**config.mk**
```make
export PLATFORM = sky130hd
export DESIGN_NAME = memmap_decoder
export DESIGN_NICKNAME = d
export VERILOG_FILES = /design/src/rtl/memmap_pkg.sv /design/src/rtl/memmap_ctrl_regs.sv /design/src/rtl/memmap_code_dec.sv /design/src/rtl/memmap_data_dec.sv /design/src/rtl/memmap_decoder.sv
export SDC_FILE = /design/constraint.sdc
export NUM_CORES = 1
export LEC_CHECK = 0
export BUFFER_PORTS_ARGS = -buffer_cell sky130_fd_sc_hd__clkbuf_2
export CAP_MARGIN = 0
export CORE_MARGIN = 3
export CORE_UTILIZATION = 29
export CTS_CLUSTER_DIAMETER = 200
export DETAILED_ROUTE_END_ITERATION = 8
export GPL_TIMING_DRIVEN = 1
export PLACE_DENSITY_LB_ADDON = 0.25
export SLEW_MARGIN = 25
export SYNTH_ARGS = -nofsm -noshare
export SYNTH_HDL_FRONTEND = slang
export SYNTH_SLANG_ARGS = --single-unit
export TNS_END_PERCENT = 10
```
**constraint.sdc**
```tcl
create_clock -name clk -period 3.1 [get_ports clk]
set_clock_uncertainty 0.2 [all_clocks]
set_input_delay 0.62 -clock clk [delete_from_list [all_inputs] [get_ports clk]]
set_output_delay 0.62 -clock clk [all_outputs]
set_load 0.03 [all_outputs]
```
**src/rtl/memmap_pkg.sv**
```systemverilog
package memmap_pkg;

    localparam int WIN_AW = 15;

    localparam logic [7:0] PG_SCR  = 8'h7D;
    localparam logic [7:0] PG_GRAM = 8'h7E;
    localparam logic [7:0] PG_REG  = 8'h7F;

    localparam int N_TGT = 5;

    typedef enum logic [2:0] {
        TGT_NONE = 3'd0,
        TGT_PROG = 3'd1,
        TGT_GRAM = 3'd2,
        TGT_SCR  = 3'd3,
        TGT_REG  = 3'd4,
        TGT_XRAM = 3'd5
    } dtgt_e;

endpackage

```
**src/rtl/memmap_ctrl_regs.sv**
```systemverilog
module memmap_ctrl_regs
    import memmap_pkg::*;
#(
    parameter int             BANK_W    = 3,
    parameter logic [BANK_W-1:0] BANK_RST = '0,
    parameter logic [15:0]    BANK_ADDR = 16'h7FF0,
    parameter logic [15:0]    CFG_ADDR  = 16'h7FF4,
    parameter int             REMAP_BIT = 3
) (
    input  logic              clk,
    input  logic              rst_n,
    input  logic              data_req,
    input  logic              data_we,
    input  logic [15:0]       data_addr,
    input  logic [7:0]        data_wdata,
    output logic [BANK_W-1:0] bank_q,
    output logic              remap_q,
    output logic [7:0]        rd_val
);

    logic bank_hit;
    logic cfg_hit;

    assign bank_hit = data_req && (data_addr == BANK_ADDR);
    assign cfg_hit  = data_req && (data_addr == CFG_ADDR);

    always_ff @(posedge clk or negedge rst_n) begin
        if (!rst_n) begin
            bank_q  <= BANK_RST;
            remap_q <= 1'b0;
        end else begin
            if (bank_hit && data_we) begin
                bank_q <= data_wdata[BANK_W-1:0];
            end
            if (cfg_hit && data_we) begin
                remap_q <= data_wdata[REMAP_BIT];
            end
        end
    end

    always_comb begin
        rd_val = 8'h00;
        if (bank_hit && !data_we) begin
            rd_val[BANK_W-1:0] = bank_q;
        end else if (cfg_hit && !data_we) begin
            rd_val[REMAP_BIT] = remap_q;
        end
    end

    AST_BANK_LOAD: assert property (@(posedge clk) disable iff (!rst_n)
        (data_req && data_we && data_addr == BANK_ADDR)
            |=> (bank_q == $past(data_wdata[BANK_W-1:0])));

    AST_REMAP_LOAD: assert property (@(posedge clk) disable iff (!rst_n)
        (data_req && data_we && data_addr == CFG_ADDR)
            |=> (remap_q == $past(data_wdata[REMAP_BIT])));

    AST_REMAP_HOLD: assert property (@(posedge clk) disable iff (!rst_n)
        !(data_req && data_we && data_addr == CFG_ADDR) |=> $stable(remap_q));

endmodule

```
**src/rtl/memmap_code_dec.sv**
```systemverilog
module memmap_code_dec
    import memmap_pkg::*;
#(
    parameter int BANK_W = 3,
    localparam int ROM_AW = BANK_W + WIN_AW
) (
    input  logic              clk,
    input  logic              rst_n,
    input  logic              code_req,
    input  logic [15:0]       code_addr,
    input  logic              boot_int_en,
    input  logic              remap_q,
    input  logic [BANK_W-1:0] bank_q,
    output logic              sel_rom,
    output logic              sel_scr,
    output logic [ROM_AW-1:0] rom_addr
);

    logic scr_hit;
    logic alias_unused;

    assign alias_unused = code_addr[15];

    assign scr_hit  = boot_int_en && remap_q && (code_addr[14:8] == 7'd0);
    assign sel_scr  = code_req && scr_hit;
    assign sel_rom  = code_req && !scr_hit;
    assign rom_addr = {bank_q, code_addr[WIN_AW-1:0]};

    AST_CODE_ONE_SEL: assert property (@(posedge clk) disable iff (!rst_n)
        code_req |-> (sel_rom ^ sel_scr));

    AST_EXT_ONLY: assert property (@(posedge clk) disable iff (!rst_n)
        !boot_int_en |-> !sel_scr);

    AST_SCR_NEEDS_REMAP: assert property (@(posedge clk) disable iff (!rst_n)
        !remap_q |-> !sel_scr);

endmodule

```
**src/rtl/memmap_data_dec.sv**
```systemverilog
module memmap_data_dec
    import memmap_pkg::*;
#(
    parameter int BANK_W = 3,
    localparam int ROM_AW = BANK_W + WIN_AW
) (
    input  logic              clk,
    input  logic              rst_n,
    input  logic              data_req,
    input  logic              data_we,
    input  logic [15:0]       data_addr,
    input  logic              remap_q,
    input  logic [BANK_W-1:0] bank_q,
    output logic [N_TGT-1:0]  sel_vec,
    output logic              wr_en,
    output logic [ROM_AW-1:0] rom_addr
);

    dtgt_e tgt;
    logic  scr_ro_hit;

    always_comb begin
        tgt = TGT_NONE;
        if (data_req) begin
            if (data_addr[15]) begin
                tgt = TGT_PROG;
            end else begin
                unique case (data_addr[15:8])
                    PG_SCR:  tgt = remap_q ? TGT_XRAM : TGT_SCR;
                    PG_GRAM: tgt = TGT_GRAM;
                    PG_REG:  tgt = TGT_REG;
                    default: tgt = TGT_XRAM;
                endcase
            end
        end
    end

    for (genvar i = 0; i < N_TGT; i++) begin : g_sel
        assign sel_vec[i] = (tgt == dtgt_e'(i + 1));
    end

    assign scr_ro_hit = remap_q && (data_addr[15:8] == PG_SCR);
    assign wr_en      = data_req && data_we && (tgt != TGT_PROG) && !scr_ro_hit;
    assign rom_addr   = {bank_q, data_addr[WIN_AW-1:0]};

    AST_DATA_ONE_SEL: assert property (@(posedge clk) disable iff (!rst_n)
        data_req |-> ($countones(sel_vec) == 1));

    AST_DATA_IDLE: assert property (@(posedge clk) disable iff (!rst_n)
        !data_req |-> (sel_vec == '0));

    AST_ROM_NO_WRITE: assert property (@(posedge clk) disable iff (!rst_n)
        sel_vec[TGT_PROG - 1] |-> !wr_en);

    AST_SCR_HIDDEN: assert property (@(posedge clk) disable iff (!rst_n)
        remap_q |-> !sel_vec[TGT_SCR - 1]);

endmodule

```
**src/rtl/memmap_decoder.sv**
```systemverilog
module memmap_decoder
    import memmap_pkg::*;
#(
    parameter int                BANK_W    = 3,
    parameter logic [BANK_W-1:0] BANK_RST  = '0,
    parameter logic [15:0]       BANK_ADDR = 16'h7FF0,
    parameter logic [15:0]       CFG_ADDR  = 16'h7FF4,
    parameter int                REMAP_BIT = 3,
    localparam int               ROM_AW    = BANK_W + WIN_AW
) (
    input  logic              clk,
    input  logic              rst_n,
    input  logic              boot_int_en,
    input  logic              code_req,
    input  logic [15:0]       code_addr,
    output logic              code_sel_rom,
    output logic              code_sel_scr,
    output logic [ROM_AW-1:0] code_rom_addr,
    input  logic              data_req,
    input  logic              data_we,
    input  logic [15:0]       data_addr,
    input  logic [7:0]        data_wdata,
    output logic              data_sel_rom,
    output logic              data_sel_gram,
    output logic              data_sel_scr,
    output logic              data_sel_reg,
    output logic              data_sel_xram,
    output logic              data_wr_en,
    output logic [ROM_AW-1:0] data_rom_addr,
    output logic [7:0]        data_rdata
);

    logic [BANK_W-1:0] bank_q;
    logic              remap_q;
    logic [N_TGT-1:0]  dsel;

    memmap_ctrl_regs #(
        .BANK_W    (BANK_W),
        .BANK_RST  (BANK_RST),
        .BANK_ADDR (BANK_ADDR),
        .CFG_ADDR  (CFG_ADDR),
        .REMAP_BIT (REMAP_BIT)
    ) regs_i (
        .clk        (clk),
        .rst_n      (rst_n),
        .data_req   (data_req),
        .data_we    (data_we),
        .data_addr  (data_addr),
        .data_wdata (data_wdata),
        .bank_q     (bank_q),
        .remap_q    (remap_q),
        .rd_val     (data_rdata)
    );

    memmap_code_dec #(.BANK_W(BANK_W)) code_i (
        .clk         (clk),
        .rst_n       (rst_n),
        .code_req    (code_req),
        .code_addr   (code_addr),
        .boot_int_en (boot_int_en),
        .remap_q     (remap_q),
        .bank_q      (bank_q),
        .sel_rom     (code_sel_rom),
        .sel_scr     (code_sel_scr),
        .rom_addr    (code_rom_addr)
    );

    memmap_data_dec #(.BANK_W(BANK_W)) data_i (
        .clk       (clk),
        .rst_n     (rst_n),
        .data_req  (data_req),
        .data_we   (data_we),
        .data_addr (data_addr),
        .remap_q   (remap_q),
        .bank_q    (bank_q),
        .sel_vec   (dsel),
        .wr_en     (data_wr_en),
        .rom_addr  (data_rom_addr)
    );

    assign data_sel_rom  = dsel[TGT_PROG - 1];
    assign data_sel_gram = dsel[TGT_GRAM - 1];
    assign data_sel_scr  = dsel[TGT_SCR - 1];
    assign data_sel_reg  = dsel[TGT_REG - 1];
    assign data_sel_xram = dsel[TGT_XRAM - 1];

    AST_CODE_ROM_BANK: assert property (@(posedge clk) disable iff (!rst_n)
        code_sel_rom |-> (code_rom_addr[ROM_AW-1:WIN_AW] == data_rom_addr[ROM_AW-1:WIN_AW]));

endmodule

```
Yosys cells after proc, flatten, opt, wreduce, memory -nomap -nowiden:

Index checks and enable logic that the tools add are counted.

* RAM bits: 0
* output and inout bits: 52
* input port bits: 46
* memories kept: 0
* bits in latches: 0
* register bits after elaboration: 4
* bits in read-only memories: 0
* logic and storage cells: 38

* multipliers: 0
* equal/unequal tests: 11
* bitwise gates (word level): 0
* divide/modulo/power cells: 0
* reductions and logical operators: 18
* mux-type cells: 7
* shift operators: 0
* magnitude comparators: 0
* $add $sub $neg: 0

Operators by type and width (count)
* 16-bit by 15-bit equality test with 1-bit output (second input constant): 2
* 8-bit by 7-bit equality test with 1-bit output (second input constant): 3
* 1-bit logical AND: 14
* 3-bit two-way mux: 4
* 3-bit one-hot mux with 3 select lines: 1
* 7-bit logical NOT: 1
* 3-bit by 2-bit equality test with 1-bit output (second input constant): 2
* 3-bit equality test (second input constant): 2
* 3-bit by 1-bit equality test with 1-bit output (second input constant): 1
* 1-bit logical NOT: 3
* 3-bit by 1-bit != test with 1-bit output (second input constant): 1
* 1-bit two-way mux: 2

Logic depth before layout (Yosys ltp):

* word-level depth: 7
* gate-level depth with buffers: 4
* depth with buffers taken out: 4

Cells and area by module:

A second synthesis with hierarchy kept.

* cell total of the unflattened synthesis: 83
* area total of the unflattened synthesis: 719.4 sq um

Modules (own cells, without submodules)
* memmap_ctrl_regs: area each 302.8 sq um, seq. area each 100.1 sq um, times used 1, cells an instance 27
* memmap_data_dec: area each 237.7 sq um, seq. area each 0.0 sq um, times used 1, cells an instance 32
* memmap_code_dec: area each 178.9 sq um, seq. area each 0.0 sq um, times used 1, cells an instance 24

Worst setup path before layout:

Ideal clock, no wire load.

* path kind: input to output
* from: input port data_addr[3]
* to: output port data_rdata[3]
* stages on the path: 3
* path slack: -0.064 ns
* data arrival time: 2.344 ns
* path buffers: 0
* data required time: 2.280 ns
* path through: or4b_4 or4_4 nor3_1

* cells in the longest elaborated chain, start to end: 5
* elaborated cells on any way between the ends: 8
* those cells by class: eq/ne: 2; mux: 2; reduce/logical: 4

RTL lines
* start, declared: RTL line memmap_decoder.sv:21 `input logic [15:0] data_addr,`
* 16-bit by 15-bit equality test with 1-bit output: RTL line memmap_ctrl_regs.sv:25 `assign cfg_hit = data_req && (data_addr == CFG_ADDR);`
* 1-bit logical AND: RTL line memmap_ctrl_regs.sv:25
* 1-bit logical AND: RTL line memmap_ctrl_regs.sv:45 `end else if (cfg_hit && !data_we) begin`
* 1-bit two-way mux: RTL line memmap_ctrl_regs.sv:45
* 1-bit two-way mux (*): RTL line memmap_ctrl_regs.sv:43 `if (bank_hit && !data_we) begin`
* end, declared: RTL line memmap_decoder.sv:30 `output logic [7:0] data_rdata`

Mark *: on every way between the ends. The rest lies on a longest branch, timed or not.

Worst setup path after layout:

* from: input port data_addr[3]
* to: output port data_rdata[0]

* cells in the longest elaborated chain, start to end: 4

RTL lines
* 16-bit by 15-bit equality test with 1-bit output: RTL line memmap_ctrl_regs.sv:24 `assign bank_hit = data_req && (data_addr == BANK_ADDR);`
* 1-bit logical AND: RTL line memmap_ctrl_regs.sv:24
* 1-bit logical AND: RTL line memmap_ctrl_regs.sv:43
* 3-bit two-way mux: RTL line memmap_ctrl_regs.sv:43

Every way passes these cells.

==> results.yml <==
synthesis:
  syn_inst: 78
  ys_seq_area_frac: 0.154
  syn_area_um2: 651
  yosysUniqueCellTypes: 26
  synth_area_leader_cell: "buf_4"
  synthTopCellsByArea: "buf_4 43%, dfrtp_1 15%, mux2_4 6.9%"
  synth.avg_cell_area_um2: 8.34
  ys_warn_count: 0
  synth_top_area_frac: 0.427
  synth_seq_cells: 4
timing:
  hold_viol: 0
  finalWorstSetupSlack_ns: 0.0794
  fin_crit_sh: 0.974
  maxSlewViolCount: 0
  fmax_ghz: 0.331
  setup_viol: 0
  rsz0062_at_grt: "true"
  tns_ns: 0
  min_period_ns: 3.02
floorplan:
  pin_count: 98
  core_um2: 2040
  num_rows: 16
  fp.dieW_um: 53.4
  initial_core_util: 0.319
  dieArea_um2: 2850
  die_h_um: 53.4
placed_design:
  numPortBuffers: 72
  dpl.cell_count: 144
  gp_congestion: 0.629
  dp_slack_ns: -0.112
global_routing:
  grt-ovfl-total: 0
  antenna_found_initial: 0
  first_global_vias: 570
  track_usage: 0.109
  grt_max_degree: 7
  grt_pass1_wl_mm: 2.33
layout:
  final_cells: 148
  area_delta_synth_final_pct: 31.5
  layout_common_cells: "68 x clkbuf_2, 5 x and2_1, 4 x conb_1, 4 x dfrtp_1"
  drive_gt1_frac: 0.711
  layout.nets: 169
  mostFrequentLayoutCell: "clkbuf_2"
  nFillCells: 228
  antenna_cells: 0
clocking:
  clkSinkCount: 4
  htree_levels: 1
  cts_tree: "built"
  clk_pin_slew_ns: 0.03
  cts_buffers: 3
  clock_path_buffers: 2
  cts-root-buf: "clkbuf_4"
  insertion_delay_ns: 0.23
routing:
  vias: 634
  first_iter_violations: 3
  drt-pass1-iter-count: 4
  routed_via_density: 4.28
  routedWlPerCell_um: 10.5
  routed_wl_mm: 1.56
  final_antenna_net_count: 0
  drc: 0
setup_path:
  cp.arrival_ns: 2.20
  start_kind: "input pin"
  slowest_stage: "or4b_4"
  path_cells: "clkbuf_2, or4b_4, or4_4, nor3_4, and2_1, buf_6"
  end_kind: "output pin"
  worstPathRequired_ns: 2.28
  path_buf_inv: 2
  crit_family: "simple AND/OR/NAND/NOR gates"
  max_stage_delay_ns: 0.53
  crit_type: "in2out"
  cp_max_fo: 3
run:
  drv_cap: 0
min_path:
  hold_class: "reg2reg"
pwr:
  p_leak_uw: 0.000492
  peakVddDrop_v: 0.000141
  p_per_area_nw_per_um2: 244
  report.power.total_uw: 209
status:
  status: "complete, no violations"
## layout make-up
class                   instances  area (um2)  share of cell area
inverters                       2        7.51             0.00877
clock buffers                   3        22.5              0.0263
multi-input cells              38         293               0.342
well taps                      27        33.8              0.0395
flip-flops and latches          4         100               0.117
repair buffers                 74         399               0.466
## what timing repair did
item                                    4_1_cts  5_1_grt
cloned                                        0        0
setup buffers                                 0        0
endpoints found under the setup margin        3        4
hold buffers                                  1        0
pin swaps                                     0        2
endpoints found under the hold margin         4        0
gates resized for setup                       4       10
## flip-flops by register name, summed over array words and instances, names as in the netlist
signal and flops:
regs_i.bank_q 3, regs_i.remap_q 1
## cell usage after synthesis
| cell | number |
|---|---|
| nand2_1 | 1 |
| buf_4 | 37 |
| nor3b_1 | 2 |
| or4_4 | 1 |
| or3_4 | 1 |
| nand4_1 | 2 |
| nand3b_1 | 1 |
| mux2_4 | 3 |
| dfrtp_1 | 4 |
| or4_1 | 1 |
| nand2b_1 | 1 |
| nand3_1 | 1 |
| nand4b_1 | 1 |
| nor2_1 | 2 |
| a21oi_1 | 1 |
| conb_1 | 1 |
| or3b_2 | 1 |
| a211oi_1 | 1 |
| mux2_2 | 1 |
| inv_1 | 2 |
| nor2b_1 | 1 |
| nor4_1 | 2 |
| nor4b_1 | 1 |
| nor3_1 | 3 |
| or4b_4 | 1 |
| and2_1 | 5 |
## power by group
group	switching (uW)	leakage [uW]	internal [uW]
clock network	18.0	0.0000138	43.1
registers	0.0116	0.0000559	52.5
logic	64.6	0.000423	30.4
## layer usage
metal,GRT usage,share of wire
met4,0.0511,0.0064
met1,0.122,0.33
met3,0.0225,0.13
met2,0.192,0.54
met5,0,0
## through the flow
step	utilization	hold WS (ns)	cell area, um2
after floorplan	-	0.124	667
after global placement	0.387	0.231	791
after detailed placement	0.387	0.231	791
after CTS	0.409	0.364	836
after global routing	0.419	0.403	856
final	0.419	0.368	856
## cells by family after synthesis
family                 after synthesis  synth area share
multiplexers                         4            0.0865
flip-flops                           4             0.154
buffers and inverters               39             0.438
AND/OR/NAND/NOR                     28             0.296
other                                1           0.00576
AO/OA/AOI/OAI                        2            0.0192
## path summary, 6_finish.rpt
check	startpoint	end	slack, ns	cells past startpoint
min reg2reg	regs_i.bank_q[2]$_DFFE_PN0P_	regs_i.bank_q[2]$_DFFE_PN0P_	0.37	1
min	regs_i.bank_q[2]$_DFFE_PN0P_	regs_i.bank_q[2]$_DFFE_PN0P_	0.37	1
max reg2reg	regs_i.remap_q$_DFFE_PN0P_	regs_i.remap_q$_DFFE_PN0P_	2.07	1
max in group asynchronous	rst_n	regs_i.bank_q[1]$_DFFE_PN0P_	2.04	2
min in group asynchronous	rst_n	regs_i.bank_q[2]$_DFFE_PN0P_	0.54	2
max	data_addr[3]	data_rdata[0]	0.08	6
Note: power is estimated with default switching activity, not from simulation.
